<file path="src/rtl/hbp_pkg.sv">
package hbp_pkg;
  typedef enum logic [1:0] {
    DIR_OFF = 2'd0,
    DIR_FWD = 2'd1,
    DIR_REV = 2'd2
  } dir_e;
endpackage

</file>
<file path="src/rtl/hbp_decode.sv">
// Offset-binary code -> direction, high time and period length.
module hbp_decode #(
  parameter  int MIN_RES   = 10,
  parameter  int RES_STEPS = 3,
  parameter  int TRIM_W    = 4,
  localparam int MAX_RES   = MIN_RES + RES_STEPS - 1,
  localparam int SEL_W     = $clog2(RES_STEPS + 1)
) (
  input  logic [MAX_RES-1:0] code_i,
  input  logic [SEL_W-1:0]   res_sel_i,
  input  logic [TRIM_W-1:0]  trim_i,
  output hbp_pkg::dir_e      dir_o,
  output logic [MAX_RES-1:0] width_o,
  output logic [MAX_RES-1:0] period_o
);
  import hbp_pkg::*;

  localparam logic [SEL_W-1:0] STEPS_L = SEL_W'(RES_STEPS);

  logic [SEL_W-1:0] sel;
  logic [MAX_RES:0] half, top, c, mag;
  logic [MAX_RES+1:0] sum;

  always_comb begin
    sel  = (res_sel_i < STEPS_L) ? res_sel_i : '0;
    half = (MAX_RES+1)'(1) << (MIN_RES - 1 + int'(sel));
    top  = (half << 1) - 1'b1;
    c    = {1'b0, code_i} & top;
    if (c == half) begin
      dir_o = DIR_OFF;
      mag   = '0;
    end else if (c > half) begin
      dir_o = DIR_FWD;
      mag   = (c == top) ? half : c - half;  // full-scale code saturates
    end else begin
      dir_o = DIR_REV;
      mag   = half - c;
    end
    sum = (mag == '0) ? '0 : {1'b0, mag} + (MAX_RES+2)'(trim_i);
    if (sum > {1'b0, half}) sum = {1'b0, half};
    width_o  = sum[MAX_RES-1:0];
    period_o = half[MAX_RES-1:0];
  end
endmodule

</file>
<file path="src/rtl/hbp_timebase.sv">
// Period counter with shadow registers loaded only at period start.
module hbp_timebase #(
  parameter int MAX_RES = 12,
  parameter int MIN_RES = 10
) (
  input  logic               clk_i,
  input  logic               rst_ni,
  input  logic               run_i,
  input  hbp_pkg::dir_e      dir_i,
  input  logic [MAX_RES-1:0] width_i,
  input  logic [MAX_RES-1:0] period_i,
  output hbp_pkg::dir_e      dir_o,
  output logic [MAX_RES-1:0] width_o,
  output logic [MAX_RES-1:0] cnt_o
);
  import hbp_pkg::*;

  localparam logic [MAX_RES-1:0] BASE_PER = MAX_RES'(1) << (MIN_RES - 1);

  logic               run_q;
  logic [MAX_RES-1:0] cnt_q, width_q, per_q;
  dir_e               dir_q;
  logic               wrap;

  assign wrap = (cnt_q == per_q - 1'b1);

  always_ff @(posedge clk_i or negedge rst_ni) begin
    if (!rst_ni) begin
      run_q   <= 1'b0;
      cnt_q   <= '0;
      width_q <= '0;
      per_q   <= BASE_PER;
      dir_q   <= DIR_OFF;
    end else begin
      run_q <= run_i;
      if (!run_i) begin
        cnt_q   <= '0;
        width_q <= '0;
        dir_q   <= DIR_OFF;
      end else if (!run_q || wrap) begin
        cnt_q   <= '0;
        width_q <= width_i;
        dir_q   <= dir_i;
        per_q   <= period_i;
      end else begin
        cnt_q <= cnt_q + 1'b1;
      end
    end
  end

  assign dir_o   = dir_q;
  assign width_o = width_q;
  assign cnt_o   = cnt_q;

  // settings are frozen inside a period
  a_r7_shadow_held: assert property (@(posedge clk_i) disable iff (!rst_ni)
    (cnt_q != '0) |-> ($stable(width_q) && $stable(dir_q) && $stable(per_q)));
  // counter stays inside the captured period
  a_r5_cnt_in_period: assert property (@(posedge clk_i) disable iff (!rst_ni)
    cnt_q < per_q);
  // standby restarts the period
  a_r8_standby_restart: assert property (@(posedge clk_i) disable iff (!rst_ni)
    !run_i |=> (cnt_q == '0));
endmodule

</file>
<file path="src/rtl/hbridge_pwm.sv">
module hbridge_pwm #(
  parameter  int MIN_RES   = 10,
  parameter  int RES_STEPS = 3,
  parameter  int TRIM_W    = 4,
  localparam int MAX_RES   = MIN_RES + RES_STEPS - 1,
  localparam int SEL_W     = $clog2(RES_STEPS + 1)
) (
  input  logic               clk_i,
  input  logic               rst_ni,
  input  logic               run_i,
  input  logic               fault_i,
  input  logic [SEL_W-1:0]   res_sel_i,
  input  logic [MAX_RES-1:0] duty_i,
  input  logic [TRIM_W-1:0]  trim_i,
  output logic               out_a_o,
  output logic               out_b_o
);
  import hbp_pkg::*;

  dir_e               dec_dir, cur_dir;
  logic [MAX_RES-1:0] dec_width, dec_per, cur_width, cnt;
  logic [1:0]         leg;

  hbp_decode #(.MIN_RES(MIN_RES), .RES_STEPS(RES_STEPS), .TRIM_W(TRIM_W)) u_dec (
    .code_i   (duty_i),
    .res_sel_i(res_sel_i),
    .trim_i   (trim_i),
    .dir_o    (dec_dir),
    .width_o  (dec_width),
    .period_o (dec_per)
  );

  hbp_timebase #(.MAX_RES(MAX_RES), .MIN_RES(MIN_RES)) u_tb (
    .clk_i   (clk_i),
    .rst_ni  (rst_ni),
    .run_i   (run_i),
    .dir_i   (dec_dir),
    .width_i (dec_width),
    .period_i(dec_per),
    .dir_o   (cur_dir),
    .width_o (cur_width),
    .cnt_o   (cnt)
  );

  // leg 0 = forward (A), leg 1 = reverse (B)
  for (genvar g = 0; g < 2; g++) begin : g_leg
    localparam dir_e LEG_DIR = (g == 0) ? DIR_FWD : DIR_REV;
    assign leg[g] = run_i && !fault_i && (cur_dir == LEG_DIR) && (cnt < cur_width);
  end

  assign out_a_o = leg[0];
  assign out_b_o = leg[1];

  a_r10_never_both: assert property (@(posedge clk_i) disable iff (!rst_ni)
    !(out_a_o && out_b_o));
  a_r9_fault_off: assert property (@(posedge clk_i) disable iff (!rst_ni)
    fault_i |-> (!out_a_o && !out_b_o));
  a_r8_standby_off: assert property (@(posedge clk_i) disable iff (!rst_ni)
    !run_i |-> (!out_a_o && !out_b_o));
  // a pulse can only start at period start (cnt wraps to zero)
  a_r2_rise_at_start: assert property (@(posedge clk_i) disable iff (!rst_ni)
    ($rose(out_a_o) && !$fell(fault_i) && $stable(run_i)) |-> (cnt == '0));
endmodule

</file>
<file path="config.mk">
export PLATFORM = sky130hd
export DESIGN_NAME = hbridge_pwm
export DESIGN_NICKNAME = d
export VERILOG_FILES = /design/src/rtl/hbp_pkg.sv /design/src/rtl/hbp_decode.sv /design/src/rtl/hbp_timebase.sv /design/src/rtl/hbridge_pwm.sv
export SDC_FILE = /design/constraint.sdc
export NUM_CORES = 1
export LEC_CHECK = 0
export ABC_CLOCK_PERIOD_IN_PS = 3200
export BUFFER_PORTS_ARGS = -buffer_cell sky130_fd_sc_hd__buf_2
export CORE_MARGIN = 5
export CORE_UTILIZATION = 24
export DETAILED_ROUTE_END_ITERATION = 8
export SYNTH_ARGS = -nofsm -noshare
export SYNTH_HDL_FRONTEND = slang
export SYNTH_SLANG_ARGS = --single-unit
</file>
<file path="constraint.sdc">
create_clock -name clk_i -period 3.2 [get_ports clk_i]
set_input_delay 0.16 -clock clk_i [delete_from_list [all_inputs] [get_ports clk_i]]
set_output_delay 0.16 -clock clk_i [all_outputs]
set_load 0.01 [all_outputs]
</file>
==> impl_results.html <==
<table>
<tr><th>Metric</th><th>Value</th></tr>
<tr><th colspan="2">Layout</th></tr>
<tr><td>Post-layout nets</td><td>589</td></tr>
<tr><td>P&amp;R area growth vs syn</td><td>49.4%</td></tr>
<tr><td>Final core occ</td><td>36.3%</td></tr>
<tr><td>Diodes inserted</td><td>0</td></tr>
<tr><td>Cell area after layout</td><td>4990 sq um</td></tr>
<tr><td>Layout cell share with drive strength beyond 1</td><td>41.4%</td></tr>
<tr><th colspan="2">Clock tree</th></tr>
<tr><td>Clock Pin Slew Worst Setup and Hold Paths</td><td>50 ps</td></tr>
<tr><td>Clock H-tree levels</td><td>2</td></tr>
<tr><td>CTS tree</td><td>done</td></tr>
<tr><td>Cell chosen for the clock root</td><td>sky130_fd_sc_hd__clkbuf_16</td></tr>
<tr><td>Clock Sinks</td><td>31</td></tr>
<tr><td>TritonCTS buffer count</td><td>5</td></tr>
<tr><td>Buffers from clock root to sink, at most</td><td>2</td></tr>
<tr><td>Clk Latency, worst-skew pair</td><td>280 ps</td></tr>
<tr><th colspan="2">Yosys</th></tr>
<tr><td>Combinational family with the most area after synthesis</td><td>compound AO/OA/AOI/OAI gates</td></tr>
<tr><td>Count of state elements after synthesis</td><td>31</td></tr>
<tr><td>Synthesized-area fraction occupied by ao, oa, aoi and oai cells</td><td>~24%</td></tr>
<tr><td>Primary FF master, synth</td><td>sky130_fd_sc_hd__dfrtp_1</td></tr>
<tr><td>Number of warnings issued by yosys</td><td>0</td></tr>
<tr><td>Post-synthesis cell count</td><td>about 400</td></tr>
<tr><td>Top cells by area, synth</td><td>sky130_fd_sc_hd__dfrtp_1 22%, sky130_fd_sc_hd__ha_1 13%, sky130_fd_sc_hd__xnor2_1 4.5%, sky130_fd_sc_hd__inv_1 3.7%, sky130_fd_sc_hd__nor2_1 3.6%</td></tr>
<tr><td>Synth Area in XOR/XNOR</td><td>7.86%</td></tr>
<tr><td>Fraction of the mapped netlist area in simple logic gates</td><td>23.9%</td></tr>
<tr><td>Sequential element share of the synthesized area</td><td>23.2%</td></tr>
<tr><td>Post-synthesis adder-cell area fraction</td><td>between 10% and 20%</td></tr>
<tr><td>Leading area contributor after synthesis</td><td>sky130_fd_sc_hd__dfrtp_1</td></tr>
<tr><td>Area share of the largest cell type after synthesis</td><td>between 20 and 25%</td></tr>
<tr><td>Count of flip-flops with a built-in enable after synthesis</td><td>0</td></tr>
<tr><td>Cell area after synthesis</td><td>between 3000 and 4000 sq um</td></tr>
<tr><td>FFs w/ async S/R, synth</td><td>between 90% and 100%</td></tr>
<tr><td>Avg Inst Size Synth</td><td>about 8.5 sq um</td></tr>
<tr><td>Number of unique standard cell types used by synthesis</td><td>79</td></tr>
<tr><td>Multiplexer share of the synthesized area</td><td>less than 1%</td></tr>
<tr><th colspan="2">Power</th></tr>
<tr><td>Power Total</td><td>1.92 mW</td></tr>
<tr><td>PD cells</td><td>385 nW/um^2</td></tr>
<tr><td>Leakage dissipation</td><td>2.30 nW</td></tr>
<tr><td>Gate power share</td><td>51.6%</td></tr>
<tr><td>Peak VDD IR</td><td>0.189 mV</td></tr>
<tr><td>Design internal power</td><td>1.26 mW</td></tr>
<tr><td>Proportion of total power due to net switching</td><td>between 30% and 40%</td></tr>
<tr><td>Proportion of power drawn by flip-flops and latches</td><td>22.2%</td></tr>
<tr><td>Clock share of power</td><td>between 20% and 30%</td></tr>
<tr><td>Net Sw Power</td><td>roughly 0.66 mW</td></tr>
<tr><th colspan="2">Floorplan</th></tr>
<tr><td>Die Outline Area</td><td>16400 sq um</td></tr>
<tr><td>Width of the die</td><td>128 um</td></tr>
<tr><td>Core box area</td><td>between 10000 and 15000 sq um</td></tr>
<tr><td>Floorplan die height</td><td>128 um</td></tr>
<tr><td>Placement row count</td><td>43</td></tr>
<tr><td>Top-level I/O count</td><td>24</td></tr>
<tr><td>Starting utilization of the core area</td><td>24.3%</td></tr>
<tr><th colspan="2">STA</th></tr>
<tr><td>Finish-stage setup viols</td><td>12</td></tr>
<tr><td>Number of max-slew violations in the final report</td><td>0</td></tr>
<tr><td>Post-route setup TNS</td><td>-13230 ps</td></tr>
<tr><td>Max Fclk</td><td>between 200 and 250 MHz</td></tr>
<tr><td>Setup repair after global routing missed its margin</td><td>true</td></tr>
<tr><td>PnR worst setup slack</td><td>-1130 ps</td></tr>
<tr><td>Hold violation count in the final report</td><td>0</td></tr>
<tr><td>Headroom to the max-slew limit</td><td>54.6%</td></tr>
<tr><td>Tightest Pin Transition</td><td>a little under 700 ps</td></tr>
<tr><td>Skew final</td><td>3.37 ps</td></tr>
<tr><td>Shortest clock period the worst path allows after layout</td><td>4330 ps</td></tr>
<tr><td>Final period util</td><td>135%</td></tr>
<tr><th colspan="2">Routing</th></tr>
<tr><td>Via count</td><td>3379</td></tr>
<tr><td>Total Routed Length</td><td>approximately 10000 um</td></tr>
<tr><td>Detail-routed net length per standard cell</td><td>14.0 um</td></tr>
<tr><td>Remaining DRCs</td><td>0</td></tr>
<tr><td>First-pass DRT Iterations</td><td>4</td></tr>
<tr><td>Post-route antenna net violation count</td><td>0</td></tr>
<tr><td>Detail-routed via count per cell</td><td>4.75</td></tr>
<tr><td>Drt initial violations</td><td>198</td></tr>
<tr><th colspan="2">Setup path</th></tr>
<tr><td>CP Launch Type</td><td>input port</td></tr>
<tr><td>Required time at the worst-slack endpoint</td><td>3410 ps</td></tr>
<tr><td>Category of the critical setup timing path</td><td>input port to flip-flop</td></tr>
<tr><td>Most repeated library cell on the critical path</td><td>sky130_fd_sc_hd__a21oi_2</td></tr>
<tr><td>Peak per-stage delay on the critical path</td><td>320 ps</td></tr>
<tr><td>CP max stage cell</td><td>sky130_fd_sc_hd__ha_1</td></tr>
<tr><td>Critical-path maximum fanout</td><td>8</td></tr>
<tr><td>Data arrival time at the worst-slack endpoint</td><td>4540 ps</td></tr>
<tr><td>Endpoint kind of the worst setup timing path</td><td>flip-flop</td></tr>
<tr><th colspan="2">Status</th></tr>
<tr><td>Violations in the final reports</td><td>negative setup slack</td></tr>
<tr><td>Status</td><td>finished with violations</td></tr>
<tr><th colspan="2">GRT</th></tr>
<tr><td>Number of antenna violations at the first check in global routing</td><td>0</td></tr>
<tr><td>Via count of the first global-routing pass</td><td>between 3000 and 4000</td></tr>
<tr><td>Overall routing resource usage</td><td>12.4%</td></tr>
<tr><td>Maximum number of pins on one net before global-route repair</td><td>32</td></tr>
<tr><td>First-pass GRT wire length</td><td>between 15000 and 20000 um</td></tr>
<tr><td>Grt total ovfl</td><td>0</td></tr>
<tr><th colspan="2">Placement</th></tr>
<tr><td>Routability Congestion</td><td>about 0.85</td></tr>
<tr><td>Total cell area at the placement stage</td><td>4450 sq um</td></tr>
<tr><td>HPWL after detailed placement</td><td>7890 um</td></tr>
<tr><td>Buffers added on ports</td><td>23</td></tr>
<tr><th colspan="2">Min path</th></tr>
<tr><td>Path type of the worst min-delay path</td><td>input port to flip-flop</td></tr>
<tr><th colspan="2">Run</th></tr>
<tr><td>Max-capacitance violation count</td><td>0</td></tr>
</table>
==> layout make-up <==
type	instances	area [sq um]
fillers	1429	8780
multi-input cells	316	2610
repair buffers	144	1080
flip-flops and latches	31	777
well taps	180	225
clock buffers	7	153
inverters	33	139
clock inverters	1	7.51
==> critical path: cells and delay by family <==
| kind | cells | cell delay, ps |
|---|---|---|
| and+or+nand+nor | 8 | 1050 |
| xor gates and xnor gates | 1 | 210 |
| buffers and inverters | 5 | 380 |
| AOI/OAI and AO/OA | 11 | 1690 |
| adders and majority gates | 4 | 1050 |
==> flip-flops by register name, summed over array words and instances (netlist names) <==
| signal | flops |
|---|---|
| u_tb.dir_o | 2 |
| u_tb.width_o | 12 |
| u_tb.cnt_o | 12 |
| u_tb.run_q | 1 |
| u_tb.per_q | 4 |
==> layout by cell type (no fill, tap or decap), drive strengths merged, types with 3 or more instances in the layout <==
cell    netlist  final
a211oi        4      4
a21o         12     12
a21oi        15     15
a22o          4      4
a31oi         5      5
a32o          5      5
and2          5      5
and3         10     10
buf           8    143
clkbuf        4      7
conb          2      3
dfrtp        30     30
ha           35     35
inv          33     33
nand2        31     31
nand2b        6      6
nand3        18     18
nand4         3      3
nor2         33     33
nor2b         4      4
nor3          8      8
nor4          4      4
o211ai        4      4
o21a          6      6
o21ai        21     21
o22ai         4      4
o32ai         3      3
or3           7      7
xnor2        17     17
xor2         13     13
==> metrics by stage <==
stage	std cells	worst slack (ps)	hold WS, ps
6_report	712	-1130	88.9
5_1_grt	712	-1300	96.7
4_1_cts	707	-1050	85.8
3_5_place_dp	685	-1740	244
3_3_place_gp	685	-1610	222
2_1_floorplan	392	-1610	-136
==> routing by layer <==
metal / track usage, % / up-vias / part of all wire, %
met5: 0 / - / 0
met4: 3.87 / 0 / 1.5
met3: 1.58 / 15 / 3.0
met2: 20.9 / 70 / 48
met1: 16.4 / 1603 / 48
li1: - / 1691 / -
==> path summary, 6_finish.rpt <==
kind,cells past startpoint,slack [ps],startpoint,to
hold / removal,1,90,run_i,u_tb.run_q
setup reg to reg,9,910,u_tb.per_q[9],u_tb.width_o[1]
hold reg to reg,2,500,u_tb.per_q[9],u_tb.per_q[9]
max in group asynchronous,2,2300,rst_ni,u_tb.cnt_o[10]
min in group asynchronous,2,460,rst_ni,u_tb.cnt_o[2]
setup / recovery,29,-1130,res_sel_i[0],u_tb.width_o[1]
==> kinds of logic after synthesis <==
kind of cell / count (synthesis)
buffers and inverters: 45
other: 2
AOI/OAI and AO/OA: 103
adders and majority gates: 36
muxes: 3
xor gates and xnor gates: 30
DFF: 31
and+or+nand+nor: 141
==> power by group through the flow <==
stage	clock network, mW	registers [mW]	logic (mW)
floorplan	0	0.428	0.509
detailed placement	0	0.433	0.862
finish	0.505	0.426	0.992
global placement	0	0.432	0.840
CTS	0.504	0.427	0.973
global route	0.520	0.429	1.08
==> synth_stat cells (3+ instances only) <==
cell                       instances
sky130_fd_sc_hd__a211oi_1          3
sky130_fd_sc_hd__a21o_1           12
sky130_fd_sc_hd__a21oi_1          15
sky130_fd_sc_hd__a22o_1            4
sky130_fd_sc_hd__a31oi_1           4
sky130_fd_sc_hd__a32o_1            3
sky130_fd_sc_hd__and2_1            4
sky130_fd_sc_hd__and3_1            9
sky130_fd_sc_hd__buf_2             3
sky130_fd_sc_hd__buf_6             3
sky130_fd_sc_hd__clkbuf_1          4
sky130_fd_sc_hd__dfrtp_1          30
sky130_fd_sc_hd__ha_1             35
sky130_fd_sc_hd__inv_1            33
sky130_fd_sc_hd__nand2_1          29
sky130_fd_sc_hd__nand2b_1          6
sky130_fd_sc_hd__nand3_1          14
sky130_fd_sc_hd__nand4_1           3
sky130_fd_sc_hd__nor2_1           32
sky130_fd_sc_hd__nor2b_1           4
sky130_fd_sc_hd__nor3_1            7
sky130_fd_sc_hd__nor4_1            4
sky130_fd_sc_hd__o211ai_1          4
sky130_fd_sc_hd__o21a_1            6
sky130_fd_sc_hd__o21ai_0          18
sky130_fd_sc_hd__o21ai_1           3
sky130_fd_sc_hd__o22ai_1           3
sky130_fd_sc_hd__or3_1             5
sky130_fd_sc_hd__xnor2_1          17
sky130_fd_sc_hd__xor2_1           13
==> timing repair <==
item / 4_1_cts / 5_1_grt
pin swaps: 38 / 12
setup buffers: 13 / 5
setup endpoints to repair: 12 / 12
gates resized for setup: 44 / 1
hold endpoints to repair: 30 / 0
hold buffers: 1 / 0
No activity file was read; power rests on OpenSTA's default activity.
